--- src/rtl/fcmp_pkg.sv ---
package fcmp_pkg;
  localparam int OP_W     = 64;
  localparam int MAG_W    = OP_W - 1;
  localparam int SP_EXP   = 8;
  localparam int SP_MAN   = 23;
  localparam int DP_EXP   = 11;
  localparam int DP_MAN   = 52;

  localparam int FCC_BASE = 10;
  localparam int TT_LSB   = 14;
  localparam int TT_W     = 3;
  localparam int NVM_BIT  = 27;
  localparam int NVA_BIT  = 9;
  localparam int NVC_BIT  = 4;
  localparam logic [TT_W-1:0] TT_IEEE = 3'd1;

  typedef enum logic [1:0] {
    REL_EQ = 2'b00,
    REL_LT = 2'b01,
    REL_GT = 2'b10,
    REL_UN = 2'b11
  } rel_e;

  typedef struct packed {
    logic             sign;
    logic             nan;
    logic             zero;
    logic [MAG_W-1:0] mag;
  } opnd_t;

  // bit position of condition field f; higher fields are offset 22/24/26
  function automatic int fcc_pos(input int f);
    return (f == 0) ? FCC_BASE : FCC_BASE + 20 + 2 * f;
  endfunction
endpackage

--- src/rtl/fcmp_classify.sv ---
module fcmp_classify
  import fcmp_pkg::*;
(
  input  logic [OP_W-1:0] op_i,
  input  logic            dbl_i,
  output opnd_t           res_o
);
  opnd_t cls [2];

  for (genvar p = 0; p < 2; p++) begin : g_prec
    localparam int EW = (p == 1) ? DP_EXP : SP_EXP;
    localparam int MW = (p == 1) ? DP_MAN : SP_MAN;
    localparam int SB = EW + MW;
    logic [EW-1:0] exp_f;
    logic [MW-1:0] man_f;
    assign exp_f = op_i[SB-1:MW];
    assign man_f = op_i[MW-1:0];
    assign cls[p].sign = op_i[SB];
    assign cls[p].nan  = (&exp_f) & (|man_f);
    assign cls[p].zero = ~(|exp_f) & ~(|man_f);
    assign cls[p].mag  = MAG_W'(op_i[SB-1:0]);
  end

  assign res_o = dbl_i ? cls[1] : cls[0];
endmodule

--- src/rtl/fcmp_relate.sv ---
module fcmp_relate
  import fcmp_pkg::*;
(
  input  opnd_t a_i,
  input  opnd_t b_i,
  output rel_e  rel_o
);
  logic mag_lt, mag_eq;
  assign mag_lt = a_i.mag < b_i.mag;
  assign mag_eq = a_i.mag == b_i.mag;

  always_comb begin
    if (a_i.nan || b_i.nan)          rel_o = REL_UN;
    else if (a_i.zero && b_i.zero)   rel_o = REL_EQ;
    else if (a_i.sign != b_i.sign)   rel_o = a_i.sign ? REL_LT : REL_GT;
    else if (mag_eq)                 rel_o = REL_EQ;
    else if (!a_i.sign)              rel_o = mag_lt ? REL_LT : REL_GT;
    else                             rel_o = mag_lt ? REL_GT : REL_LT;
  end
endmodule

--- src/rtl/fcmp_stat_upd.sv ---
module fcmp_stat_upd
  import fcmp_pkg::*;
#(
  parameter int STAT_W   = 64,
  parameter int N_FIELDS = 4,
  localparam int FS_W    = $clog2(N_FIELDS)
) (
  input  logic [STAT_W-1:0] status_i,
  input  rel_e              rel_i,
  input  logic              nan_any_i,
  input  logic              signal_i,
  input  logic [FS_W-1:0]   fsel_i,
  output logic [STAT_W-1:0] status_o,
  output logic              trap_o
);
  logic [STAT_W-1:0] sel_mask [N_FIELDS];
  logic [STAT_W-1:0] code_val [N_FIELDS];

  for (genvar g = 0; g < N_FIELDS; g++) begin : g_fld
    localparam int POS = fcc_pos(g);
    logic hit;
    assign hit         = fsel_i == FS_W'(g);
    assign sel_mask[g] = hit ? (STAT_W'(2'b11) << POS) : '0;
    assign code_val[g] = hit ? (STAT_W'(rel_i) << POS) : '0;
  end

  logic trap_en, sig_trap, un_trap;
  assign trap_en  = status_i[NVM_BIT];
  assign sig_trap = signal_i & nan_any_i & trap_en;
  assign un_trap  = (rel_i == REL_UN) & trap_en;

  always_comb begin
    logic [STAT_W-1:0] m, c;
    m = '0;
    c = '0;
    for (int i = 0; i < N_FIELDS; i++) begin
      m = m | sel_mask[i];
      c = c | code_val[i];
    end
    status_o = status_i;
    status_o[TT_LSB +: TT_W] = '0;
    trap_o = sig_trap | un_trap;
    if (trap_o) begin
      status_o[NVC_BIT] = 1'b1;
      status_o[TT_LSB +: TT_W] = TT_IEEE;
    end else begin
      status_o = (status_o & ~m) | c;
      if (rel_i == REL_UN) status_o[NVA_BIT] = 1'b1;
    end
  end
endmodule

--- src/rtl/fcmp_cond_unit.sv ---
module fcmp_cond_unit
  import fcmp_pkg::*;
#(
  parameter int STAT_W   = 64,
  parameter int N_FIELDS = 4,
  localparam int FS_W    = $clog2(N_FIELDS)
) (
  input  logic              clk_i,
  input  logic              rst_ni,
  input  logic              start_i,
  input  logic              dbl_i,
  input  logic              signal_i,
  input  logic [FS_W-1:0]   fsel_i,
  input  logic [OP_W-1:0]   op_a_i,
  input  logic [OP_W-1:0]   op_b_i,
  input  logic [STAT_W-1:0] status_i,
  output logic [STAT_W-1:0] status_o,
  output logic              trap_o,
  output logic              done_o
);
  opnd_t a_c, b_c;
  rel_e  rel_c;
  logic [STAT_W-1:0] status_c;
  logic trap_c;

  fcmp_classify u_cls_a (.op_i(op_a_i), .dbl_i(dbl_i), .res_o(a_c));
  fcmp_classify u_cls_b (.op_i(op_b_i), .dbl_i(dbl_i), .res_o(b_c));
  fcmp_relate   u_rel   (.a_i(a_c), .b_i(b_c), .rel_o(rel_c));

  fcmp_stat_upd #(.STAT_W(STAT_W), .N_FIELDS(N_FIELDS)) u_upd (
    .status_i (status_i),
    .rel_i    (rel_c),
    .nan_any_i(a_c.nan | b_c.nan),
    .signal_i (signal_i),
    .fsel_i   (fsel_i),
    .status_o (status_c),
    .trap_o   (trap_c)
  );

  always_ff @(posedge clk_i or negedge rst_ni) begin
    if (!rst_ni) begin
      status_o <= '0;
      trap_o   <= 1'b0;
      done_o   <= 1'b0;
    end else begin
      done_o <= start_i;
      trap_o <= start_i & trap_c;
      if (start_i) status_o <= status_c;
    end
  end
endmodule

--- config.mk ---
export PLATFORM = sky130hd
export DESIGN_NAME = fcmp_cond_unit
export DESIGN_NICKNAME = d
export VERILOG_FILES = /design/src/rtl/fcmp_pkg.sv /design/src/rtl/fcmp_classify.sv /design/src/rtl/fcmp_relate.sv /design/src/rtl/fcmp_stat_upd.sv /design/src/rtl/fcmp_cond_unit.sv
export SDC_FILE = /design/constraint.sdc
export NUM_CORES = 1
export LEC_CHECK = 0
export ABC_AREA = 1
export BUFFER_PORTS_ARGS = -buffer_cell sky130_fd_sc_hd__buf_2
export CAP_MARGIN = 15
export CORE_ASPECT_RATIO = 1.4
export CORE_MARGIN = 10
export CORE_UTILIZATION = 42
export CTS_CLUSTER_SIZE = 8
export DETAILED_ROUTE_END_ITERATION = 16
export MAX_ROUTING_LAYER = met4
export PLACE_DENSITY = 0.89
export SYNTH_ARGS = -nofsm -noshare
export SYNTH_HDL_FRONTEND = slang
export SYNTH_SLANG_ARGS = --single-unit
--- constraint.sdc ---
create_clock -name clk_i -period 0.8 [get_ports clk_i]
set_clock_uncertainty 0.1 [all_clocks]
set_input_delay 0.16 -clock clk_i [delete_from_list [all_inputs] [get_ports clk_i]]
set_output_delay 0.16 -clock clk_i [all_outputs]
set_load 0.05 [all_outputs]
==> results by group, run 1 <==
STA
  • Min cycle time layout: 2.17 ns
  • Setup ws final: -1.37 ns
  • Final setup violation count: 94
  • Hold Fails Final Rpt: 18
  • Fmax: 0.460 GHz
  • Final worst path period share: 2.72
  • Final Slew Violations: 0
  • Smallest hold slack: -0.0584 ns
  • Unrepaired setup endpoints after global routing: yes

Synthesis
  • Simple-gate share of the synthesized area: 0.406
  • Primary FF master, synth: dfrtp_1
  • FFs w/ async S/R, synth: 1.00
  • Synth Area in XOR/XNOR: 0
  • Fraction of synthesized area in multiplexers: 0.00192
  • Largest family of logic cells by synthesized area: simple AND/OR/NAND/NOR gates
  • Post-Synthesis Cells: 803
  • Seq/Total Area, Yosys: 0.306
  • Post-synthesis cell type count: 28
  • Post-Syn Area: 0.00523 sq mm
  • Mean Syn Cell Area: 6.51 sq um
  • Complex-gate fraction of the synthesized area: 0.0376
  • Post-Synth Adder-Cell Area: 0.151
  • Post-synth EDFFs: 0
  • Yosys warns: 0
  • Yosys reg bits: 64

Place
  • Hpwl dp: 16300 um
  • IO buf count: 258
  • Placed cell areas: 0.00752 sq mm
  • Routability congestion estimate: 0.893

Floorplanning
  • Die Height: 152 um
  • Chip Width: 114 um
  • Core ar.: 0.0123 sq mm
  • Row cnt: 48
  • Die ar.: 0.0174 sq mm
  • Initial Utilization: 0.427
  • Top-level I/O count: 265

Setup path
  • Type of the worst setup path: in -> reg
  • Max stage delay on crit path: 0.30 ns
  • Cell mode on critical path: nand2_2
  • Crit-path slowest cell: ha_1
  • CP Cell Sequence: buf_12 -> buf_12 -> buf_8 -> nand2_1 -> ha_1 -> nand2_2 -> nor2_4 -> nand2_2 -> nor3_4 -> and3_4 -> nand2_4 -> nand2_2 -> nand2_1 -> nand3_1 -> nand2_1 -> nand2_2 -> nand2_4 -> nand2_2 -> nand3_2 -> nand3_2 -> nand2_1
  • Critical path fanouts, max: 7
  • Crit path DAT: 2.30 ns
  • Worst EP required: 0.93 ns
  • Startpoint Class: input port
  • Worst Setup End Kind: flop

Global route
  • GR Util met1: 0.268
  • Vias in the first global route: 7167
  • GRT Overall Usage: 0.261
  • Met2 GRT Util: 0.468
  • Met3 Use GR: 0.0496
  • Pin count of the biggest net entering global routing: 65
  • Initial antenna violation count: 4
  • Grt ovf: 0
  • First-pass GRT wire length: 36000 um
  • Most Crowded Layer GR: met2

CTS
  • CTS H-tree lvls: 3
  • Clock sinks: 64
  • CTS tree: built
  • Later-pin clock latency in the skew report: 0.33 ns
  • Total CTS buffers: 9
  • # hold bufs at CTS: 29
  • Clock Path Buffers: 2
  • Clock root buffer: clkbuf_16
  • Clk pin slew, worst setup/hold paths: 0.06 ns

Routing
  • First-pass iteration count of the detailed router: 8
  • DRC: 0
  • Average wire per standard cell: 18.8 um
  • First DRT Iteration DRCs: 578
  • Routed Antenna Nets: 0
  • Routed via count: 7123
  • DRT Wirelength: 25300 um
  • Via density: 5.30

Run status
  • Violated checks: negative hold slack, negative setup slack
  • Status: finished, violations left

Layout
  • Design area: 0.00940 sq mm
  • Fin nets: 1446
  • Most common cell after layout, fill and taps aside: nand2_1
  • Share of cells above drive strength 1: 0.466
  • Area grow syn2layout: 79.8%
  • Leading cell types in the layout, fill and taps excluded: nand2_1, buf_2, inv_1

Power
  • Max VDD drop: 0.00123 V
  • Reg power frac: 0.291
  • Internal power: 8350 uW
  • Leakage power: 0.00536 uW
  • Cell area power density: 1430 mW/mm^2
  • Switching share of total power: 0.377
  • Power share of the clock group: 0.303
  • Sw Pwr: 5060 uW
  • Combinational power share: 0.406

Flow run
  • Maxcap violations: 0

Worst hold path
  • Worst Hold Class: in -> reg
==> final timing paths <==
kind,from,end,slack (ns),depth (start not counted)
worst max-delay path,dbl_i,status_o[32]$_DFFE_PN0P_,-1.37,21
worst min-delay path,status_i[17],status_o[17]$_DFFE_PN0P_,-0.06,3
worst max register to register,status_o[9]$_DFFE_PN0P_,status_o[9]$_DFFE_PN0P_,-0.15,3
worst min register to register,status_o[38]$_DFFE_PN0P_,status_o[38]$_DFFE_PN0P_,0.39,2
max in group asynchronous,rst_ni,status_o[25]$_DFFE_PN0P_,0.06,3
min in group asynchronous,rst_ni,status_o[5]$_DFFE_PN0P_,0.31,3
==> power by group through the flow <==
stage | clock network (uW) | registers (uW) | logic (uW)
3_3_place_gp | 0 | 3780 | 4090
2_1_floorplan | 0 | 4830 | 1420
5_1_grt | 4200 | 3920 | 5840
6_report | 4070 | 3900 | 5440
3_5_place_dp | 0 | 3800 | 4210
4_1_cts | 3940 | 3810 | 4830
==> critical path: cells and delay by family <==
kind	cells	cell delay [ns]
adder cells (fa/ha/maj)	1	0.30
AND/OR/NAND/NOR	17	1.48
buffers and inverters	3	0.36
==> routing by layer <==
metal | vias to the layer above | part of all wire | wire [um]
met5 | - | 0 | 0
met4 | 0 | 0.041 | 1040
met3 | 88 | 0.085 | 2160
met2 | 423 | 0.52 | 13200
met1 | 3310 | 0.35 | 8880
li1 | 3302 | - | -
==> repair_timing <==
item	in CTS	in global routing
buffers inserted	9	21
pin swaps	22	43
endpoints found under the setup margin	76	174
endpoints found under the hold margin	115	16
gates resized for setup	166	131
cloned	1	1
==> metrics by stage <==
step           std cells  setup WS [ns]  TNS, ns  total power [uW]  utilization
6_report            1343          -1.37   -39.98             13400        0.767
5_1_grt             1343          -1.51   -42.23             14000        0.767
4_1_cts             1325          -1.36   -37.34             12600        0.716
3_5_place_dp        1270          -1.78   -29.18              8010        0.614
3_3_place_gp        1270          -1.66   -27.35              7880        0.614
2_1_floorplan        804          -1.45   -16.43              6240            -
==> state kept, by name, indices dropped and copies added, names as in the netlist <==
register,flops
status_o,62
trap_o,1
done_o,1
==> final cells by class <==
class | instances | area [sq um]
Multi-Input combinational cell | 613 | 3620
Timing Repair Buffer | 392 | 3200
Fill cell | 774 | 2860
Sequential cell | 64 | 1680
Inverter | 104 | 398
Clock buffer | 10 | 229
Tap cell | 150 | 188
Clock inverter | 6 | 70.1
Antenna cell | 4 | 10.0
==> cell usage after synthesis, types with 2 or more instances <==
cell type	number	share of area
dfrtp_1	64	0.31
nand4_1	17	0.020
a21o_1	4	0.0057
o21ai_0	7	0.0067
clkbuf_1	17	0.012
nand2_1	361	0.26
or2_1	3	0.0036
a21oi_1	23	0.022
buf_4	3	0.0043
ha_1	63	0.15
nor2_1	49	0.035
nor4_1	22	0.026
inv_2	3	0.0022
nand3_1	37	0.035
nor3_1	11	0.011
inv_1	101	0.073
or2_0	2	0.0024
or2_2	6	0.0072
==> cells by family (layout without fill, tap and decap cells) <==
group,after synthesis,count (layout)
compound gates,36,36
simple gates,511,511
flops,64,64
fa+ha+maj,63,63
mux,1,1
buf+inv,127,512
other cells,1,6
(Power assumes the default switching activity.)
==> run 2, diff against run 1 <==
--- a/config.mk
+++ b/config.mk
@@ -14,7 +14,7 @@
 export CTS_CLUSTER_SIZE = 8
 export DETAILED_ROUTE_END_ITERATION = 16
 export MAX_ROUTING_LAYER = met4
-export PLACE_DENSITY = 0.89
+export PLACE_DENSITY = 0.75
 export SYNTH_ARGS = -nofsm -noshare
 export SYNTH_HDL_FRONTEND = slang
 export SYNTH_SLANG_ARGS = --single-unit
==> results by group, run 2 (synthesis gave the netlist of run 1 again) <==
Global route
  • Pin count of the biggest net entering global routing: 49 (-25%)
  • Vias in the first global route: 7316 (+2.1%)
  • GRT Overall Usage: 0.254 (-0.00777)
  • Grt ovf: 0 (unchanged)
  • First-pass GRT wire length: 35400 um (-1.6%)
  • Initial antenna violation count: 4 (unchanged)

STA
  • Final worst path period share: 2.87 (+0.157)
  • Final setup violation count: 95 (+1.1%)
  • Smallest hold slack: -0.0358 ns (+0.0225 ns)
  • Hold Fails Final Rpt: 10 (-8)
  • Min cycle time layout: 2.30 ns (+0.125 ns)
  • Unrepaired setup endpoints after global routing: yes
  • Setup TNS: -39.31 ns (+0.670 ns)
  • Setup ws final: -1.50 ns (-0.125 ns)
  • Final Slew Violations: 0 (unchanged)
  • Fmax: 0.435 GHz (-5.5%)

Power
  • Max VDD drop: 0.00152 V (+24%)
  • Cell area power density: 1370 mW/mm^2 (-3.7%)
  • Leakage power: 0.00535 uW (-0.17%)

CTS
  • Later-pin clock latency in the skew report: 0.32 ns (about the same)
  • Total CTS buffers: 9 (unchanged)
  • Clock root buffer: clkbuf_16
  • CTS H-tree lvls: 3 (unchanged)
  • Clock sinks: 64 (unchanged)
  • Clk pin slew, worst setup/hold paths: 0.05 ns (about the same)
  • CTS tree: built
  • Clock Path Buffers: 2 (unchanged)

Worst hold path
  • Worst Hold Class: in -> reg

Layout
  • Top reg by flops: status_o
  • Top flop regs: status_o: 62 flops, done_o: 1 flops, trap_o: 1 flops
  • Area grow syn2layout: 82.9%
  • Fin nets: 1445 (-0.069%)
  • Max reg flops: 62 (unchanged)
  • Share of cells above drive strength 1: 0.475 (+0.00921)
  • Layout fillers: 767 (-0.90%)
  • Design area: 0.00956 sq mm (+1.7%)
  • Most common cell after layout, fill and taps aside: nand2_1
  • Fin cells: 1342 (-0.074%)
  • Leading cell types in the layout, fill and taps excluded: nand2_1, buf_2, inv_1

Routing
  • Via density: 5.32 (+0.38%)
  • Average wire per standard cell: 18.7 um (-0.68%)
  • DRT Wirelength: 25100 um (-0.75%)
  • First-pass iteration count of the detailed router: 6 (-2)
  • Routed Antenna Nets: 0 (unchanged)
  • DRC: 0 (unchanged)
  • First DRT Iteration DRCs: 568 (-1.7%)
  • Routed via count: 7145 (+0.31%)

Place
  • Cell Count Post-Placement: 1273 (+0.24%)
  • Hpwl dp: 15700 um (-4.0%)
  • Setup WS pre-CTS: -1.80 ns (-0.0165 ns)
  • IO buf count: 258 (unchanged)
  • Placed cell areas: 0.00751 sq mm (-0.17%)
  • Routability congestion estimate: 0.899 (+0.64%)

Floorplanning
  • Top-level I/O count: 265 (unchanged)
  • Die ar.: 0.0174 sq mm (unchanged)
  • Core ar.: 0.0123 sq mm (unchanged)
  • Chip Width: 114 um (unchanged)
  • Row cnt: 48 (unchanged)
  • Initial Utilization: 0.427 (unchanged)
  • Die Height: 152 um (unchanged)

Setup path
  • Critical path fanouts, max: 6 (-1)
  • CP Cell Sequence: buf_16 -> buf_12 -> buf_16 -> nand2_1 -> ha_1 -> nand2_2 -> inv_1 -> nand2_1 -> nand2_1 -> nand2_1 -> nand2_1 -> nand2_1 -> nand2_2 -> a21oi_4 -> nand2_2 -> nand2_1 -> nand3_1 -> nand2_1 -> nand2_2 -> nand2_4 -> nand2_2 -> nand3_2 -> nand3_2 -> nand2_1
  • WP buf/inv: 4 (+1)
  • Crit-path slowest cell: ha_1
  • Cell mode on critical path: nand2_1
  • CP top delay family: simple AND/OR/NAND/NOR gates
  • Worst EP required: 0.96 ns (+0.03 ns)
  • Max stage delay on crit path: 0.33 ns (+0.03 ns)
  • Type of the worst setup path: in -> reg
  • Crit path DAT: 2.46 ns (+0.16 ns)
  • Reg2reg setup slack: -0.12 ns (+0.03 ns)
  • Worst Setup End Kind: flop
  • Startpoint Class: input port

Flow run
  • Maxcap violations: 0 (unchanged)

Run status
  • Status: finished, violations left
  • Violated checks: negative hold slack, negative setup slack
run 2: cell count changes in the layout (fill, tap and decap cells not counted), sizes merged, moves of 2 or more:
cell,previous run,this run
buf,362,356
clkinv,1,4
clkinvlp,3,0
dlygate4sd3,14,21
dlymetal6s4s,15,13
run 2: cell type report:
class | instances | area (sq um) | area share
Antenna cell | 5 | 12.5 | 0.00131
Tap cell | 150 | 188 | 0.0196
Clock inverter | 4 | 20.0 | 0.00209
Timing Repair Buffer | 391 | 3230 | 0.337
Clock buffer | 11 | 253 | 0.0264
Inverter | 104 | 398 | 0.0416
Multi-Input combinational cell | 613 | 3780 | 0.396
Sequential cell | 64 | 1680 | 0.176
run 2: power breakdown:
part	total, uW	internal (uW)	switching, uW
sequential	3880	3590	290
combinational	5590	2390	3200
clock	3670	2230	1440
run 2: worst register-to-register path, cell delays in order, from the launching register on:
cell and delay [ns]:
dfrtp_2 0.45, buf_6 0.14, nand2_4 0.05, nand2_2 0.06
run 2: final timing paths:
| kind | start | endpoint | cells after the start |
|---|---|---|---|
| worst max-delay path | dbl_i | status_o[32]$_DFFE_PN0P_ | 24 |
| worst min-delay path | status_i[5] | status_o[5]$_DFFE_PN0P_ | 3 |
| worst max register to register | status_o[29]$_DFFE_PN0P_ | status_o[29]$_DFFE_PN0P_ | 3 |
| worst min register to register | status_o[3]$_DFFE_PN0P_ | status_o[3]$_DFFE_PN0P_ | 2 |
| max in group asynchronous | rst_ni | status_o[41]$_DFFE_PN0P_ | 3 |
| min in group asynchronous | rst_ni | status_o[42]$_DFFE_PN0P_ | 3 |
run 2: metal layers:
metal	part of all wire	up-vias	GRT usage
met5	0	-	-
met4	0.043	0	0.115
met3	0.074	82	0.0493
met2	0.53	420	0.456
met1	0.35	3339	0.255
li1	-	3304	-
run 2: what timing repair did:
action / 4_1_cts / 5_1_grt
gates resized for setup: 175 / 132
setup buffers: 2 / 20
hold buffers: 33 / 1
pin swaps: 36 / 60
endpoints found under the hold margin: 114 / 16
cloned: 5 / 1
setup endpoints to repair: 76 / 156
run 2: metrics by stage:
step                      hold slack, ns  utilization  total power, uW
after floorplan                   -0.236            -             6240
after global placement            0.0674        0.613             7870
after detailed placement          0.0741        0.613             7960
after CTS                        -0.0551        0.727            12300
after global routing             -0.0441        0.780            13700
final                            -0.0358        0.780            13100
==> run 3, diff against run 2 <==
--- a/config.mk
+++ b/config.mk
@@ -15,6 +15,7 @@
 export DETAILED_ROUTE_END_ITERATION = 16
 export MAX_ROUTING_LAYER = met4
 export PLACE_DENSITY = 0.75
+export RECOVER_POWER = 50
 export SYNTH_ARGS = -nofsm -noshare
 export SYNTH_HDL_FRONTEND = slang
 export SYNTH_SLANG_ARGS = --single-unit
==> results by group, run 3 (synthesis gave the netlist of run 1 again) <==
Setup path
  • Worst Setup End Kind: flop
  • Cell mode on critical path: nand2_1
  • CP Cell Sequence: buf_16 -> buf_12 -> buf_16 -> nand2_1 -> ha_1 -> nand2_2 -> inv_1 -> nand2_1 -> nand2_1 -> nand2_1 -> nand2_1 -> nand2_1 -> nand2_2 -> a21oi_4 -> nand2_2 -> nand2_1 -> nand3_1 -> nand2_1 -> nand2_2 -> nand2_4 -> nand2_1 -> nand3_1 -> nand3_1 -> nand2_1
  • Worst EP required: 0.95 ns (about the same)
  • Critical path fanouts, max: 6 (unchanged)
  • Reg2reg setup slack: -0.12 ns (about the same)
  • Startpoint Class: input port
  • Reg-to-Reg End: status_o[29]$_DFFE_PN0P_
  • Crit-path slowest cell: ha_1
  • Crit path DAT: 2.45 ns (about the same)
  • Type of the worst setup path: in -> reg
  • Max stage delay on crit path: 0.33 ns (about the same)
  • R2r startpoint: status_o[29]$_DFFE_PN0P_
  • R2R cell count: 3 (unchanged)

Place
  • Hpwl dp: 15700 um (unchanged)
  • IO buf count: 258 (unchanged)
  • Placed cell areas: 0.00751 sq mm (unchanged)
  • Routability congestion estimate: 0.899 (unchanged)
  • Cell Count Post-Placement: 1273 (unchanged)

Power
  • Leakage power: 0.00535 uW (-0.12%)
  • Max VDD drop: 0.00152 V (+0.29%)
  • Cell area power density: 1380 mW/mm^2 (about the same)

STA
  • Final setup violation count: 95 (unchanged)
  • Min cycle time layout: 2.30 ns (+0.000550 ns)
  • Setup ws final: -1.50 ns (-0.000550 ns)
  • Hold Fails Final Rpt: 11 (+1)
  • Final worst path period share: 2.87 (about the same)
  • Setup TNS: -39.30 ns (+0.00300 ns)
  • Unrepaired setup endpoints after global routing: yes
  • Final Slew Violations: 0 (unchanged)
  • Smallest hold slack: -0.0378 ns (-0.00192 ns)
  • Fmax: 0.435 GHz (about the same)

Routing
  • DRT Wirelength: 25100 um (+0.15%)
  • DRC: 0 (unchanged)
  • First-pass iteration count of the detailed router: 7 (+1)
  • Average wire per standard cell: 18.7 um (+0.15%)
  • Routed Antenna Nets: 0 (unchanged)
  • First DRT Iteration DRCs: 576 (+1.4%)
  • Via density: 5.32 (about the same)
  • Routed via count: 7138 (-0.098%)

CTS
  • Later-pin clock latency in the skew report: 0.32 ns (about the same)
  • Clk pin slew, worst setup/hold paths: 0.05 ns (about the same)
  • Clock root buffer: clkbuf_16
  • CTS tree: built
  • Total CTS buffers: 9 (unchanged)
  • CTS H-tree lvls: 3 (unchanged)
  • Clock sinks: 64 (unchanged)
  • Clock Path Buffers: 2 (unchanged)

Global route
  • Pin count of the biggest net entering global routing: 49 (unchanged)
  • First-pass GRT wire length: 35400 um (unchanged)
  • GRT Overall Usage: 0.254 (unchanged)
  • Vias in the first global route: 7316 (unchanged)
  • Initial antenna violation count: 4 (unchanged)
  • Grt ovf: 0 (unchanged)

Layout
  • Top reg by flops: status_o
  • Fin nets: 1445 (unchanged)
  • Max reg flops: 62 (unchanged)
  • Area grow syn2layout: 82.6%
  • Layout fillers: 769 (+0.26%)
  • Most common cell after layout, fill and taps aside: nand2_1
  • Fin cells: 1342 (unchanged)
  • Design area: 0.00954 sq mm (-0.16%)
  • Share of cells above drive strength 1: 0.475 (unchanged)
  • Top flop regs: status_o: 62 flops, done_o: 1 flops, trap_o: 1 flops
  • Leading cell types in the layout, fill and taps excluded: nand2_1, buf_2, inv_1

Floorplanning
  • Row cnt: 48 (unchanged)
  • Top-level I/O count: 265 (unchanged)
  • Initial Utilization: 0.427 (unchanged)
  • Die ar.: 0.0174 sq mm (unchanged)
  • Chip Width: 114 um (unchanged)
  • Core ar.: 0.0123 sq mm (unchanged)
  • Die Height: 152 um (unchanged)

Worst hold path
  • Hold EP: status_o[5]$_DFFE_PN0P_
  • Worst Hold Depth: 3 (unchanged)
  • Worst Hold Class: in -> reg
  • Hold Path Origin: status_i[5]

Flow run
  • Maxcap violations: 0 (unchanged)

Run status
  • Status: finished, violations left
  • Violated checks: negative hold slack, negative setup slack
[run 3: cell counts in the layout (fill, tap and decap cells not counted)]
Identical to the previous run, type by type.
[run 3: what timing repair did]
action                                  CTS  global route
hold buffers                             33             1
endpoints found under the setup margin   76           156
pin swaps                                36            60
setup buffers                             2            20
gates resized for setup                 175           132
gates cloned                              5             1
hold endpoints to repair                114            16
[run 3: how the worst max path moves through the flow]
stage / start / cells after the start / end / slack (ns)
floorplan: dbl_i / 21 / status_o[10]$_DFFE_PN0P_ / -1.45
global placement: dbl_i / 20 / status_o[11]$_DFFE_PN0P_ / -1.73
detailed placement: dbl_i / 20 / status_o[37]$_DFFE_PN0P_ / -1.80
CTS: dbl_i / 22 / status_o[37]$_DFFE_PN0P_ / -1.35
global route: dbl_i / 24 / status_o[32]$_DFFE_PN0P_ / -1.67
finish: dbl_i / 24 / status_o[34]$_DFFE_PN0P_ / -1.50
[run 3: metal layers]
layer	track usage	share of wire	up-vias
li1	-	-	3303
met1	0.255	0.35	3321
met2	0.456	0.53	424
met3	0.0493	0.074	90
met4	0.115	0.046	0
met5	-	0	-
[run 3: layout make-up]
class / count / area [sq um] / area share
diodes: 5 / 12.5 / 0.00131
clock buffers: 11 / 253 / 0.0265
clock inverters: 4 / 20.0 / 0.00210
inverters: 104 / 398 / 0.0417
multi-input cells: 613 / 3780 / 0.396
flip-flops and latches: 64 / 1680 / 0.176
well taps: 150 / 188 / 0.0197
repair buffers: 391 / 3210 / 0.336
[run 3: metrics by stage]
| step | setup slack (ns) | utilization | total power (uW) |
|---|---|---|---|
| 2_1_floorplan | -1.45 | - | 6240 |
| 3_3_place_gp | -1.73 | 0.613 | 7870 |
| 4_1_cts | -1.35 | 0.727 | 12300 |
| 6_report | -1.50 | 0.779 | 13100 |
| 3_5_place_dp | -1.80 | 0.613 | 7960 |
| 5_1_grt | -1.67 | 0.779 | 13700 |
[run 3: where the power goes]
| group | leakage [uW] | internal (uW) | switching (uW) | total, uW |
|---|---|---|---|---|
| logic | 0.00450 | 2380 | 3200 | 5580 |
| registers | 0.000711 | 3590 | 289 | 3870 |
| clock network | 0.000141 | 2230 | 1440 | 3670 |
[run 3: critical path, delay by kind of cell]
family	cells	cell delay, ns
AO/OA/AOI/OAI	1	0.15
AND/OR/NAND/NOR	18	1.38
buffers and inverters	4	0.40
adder cells (fa/ha/maj)	1	0.33
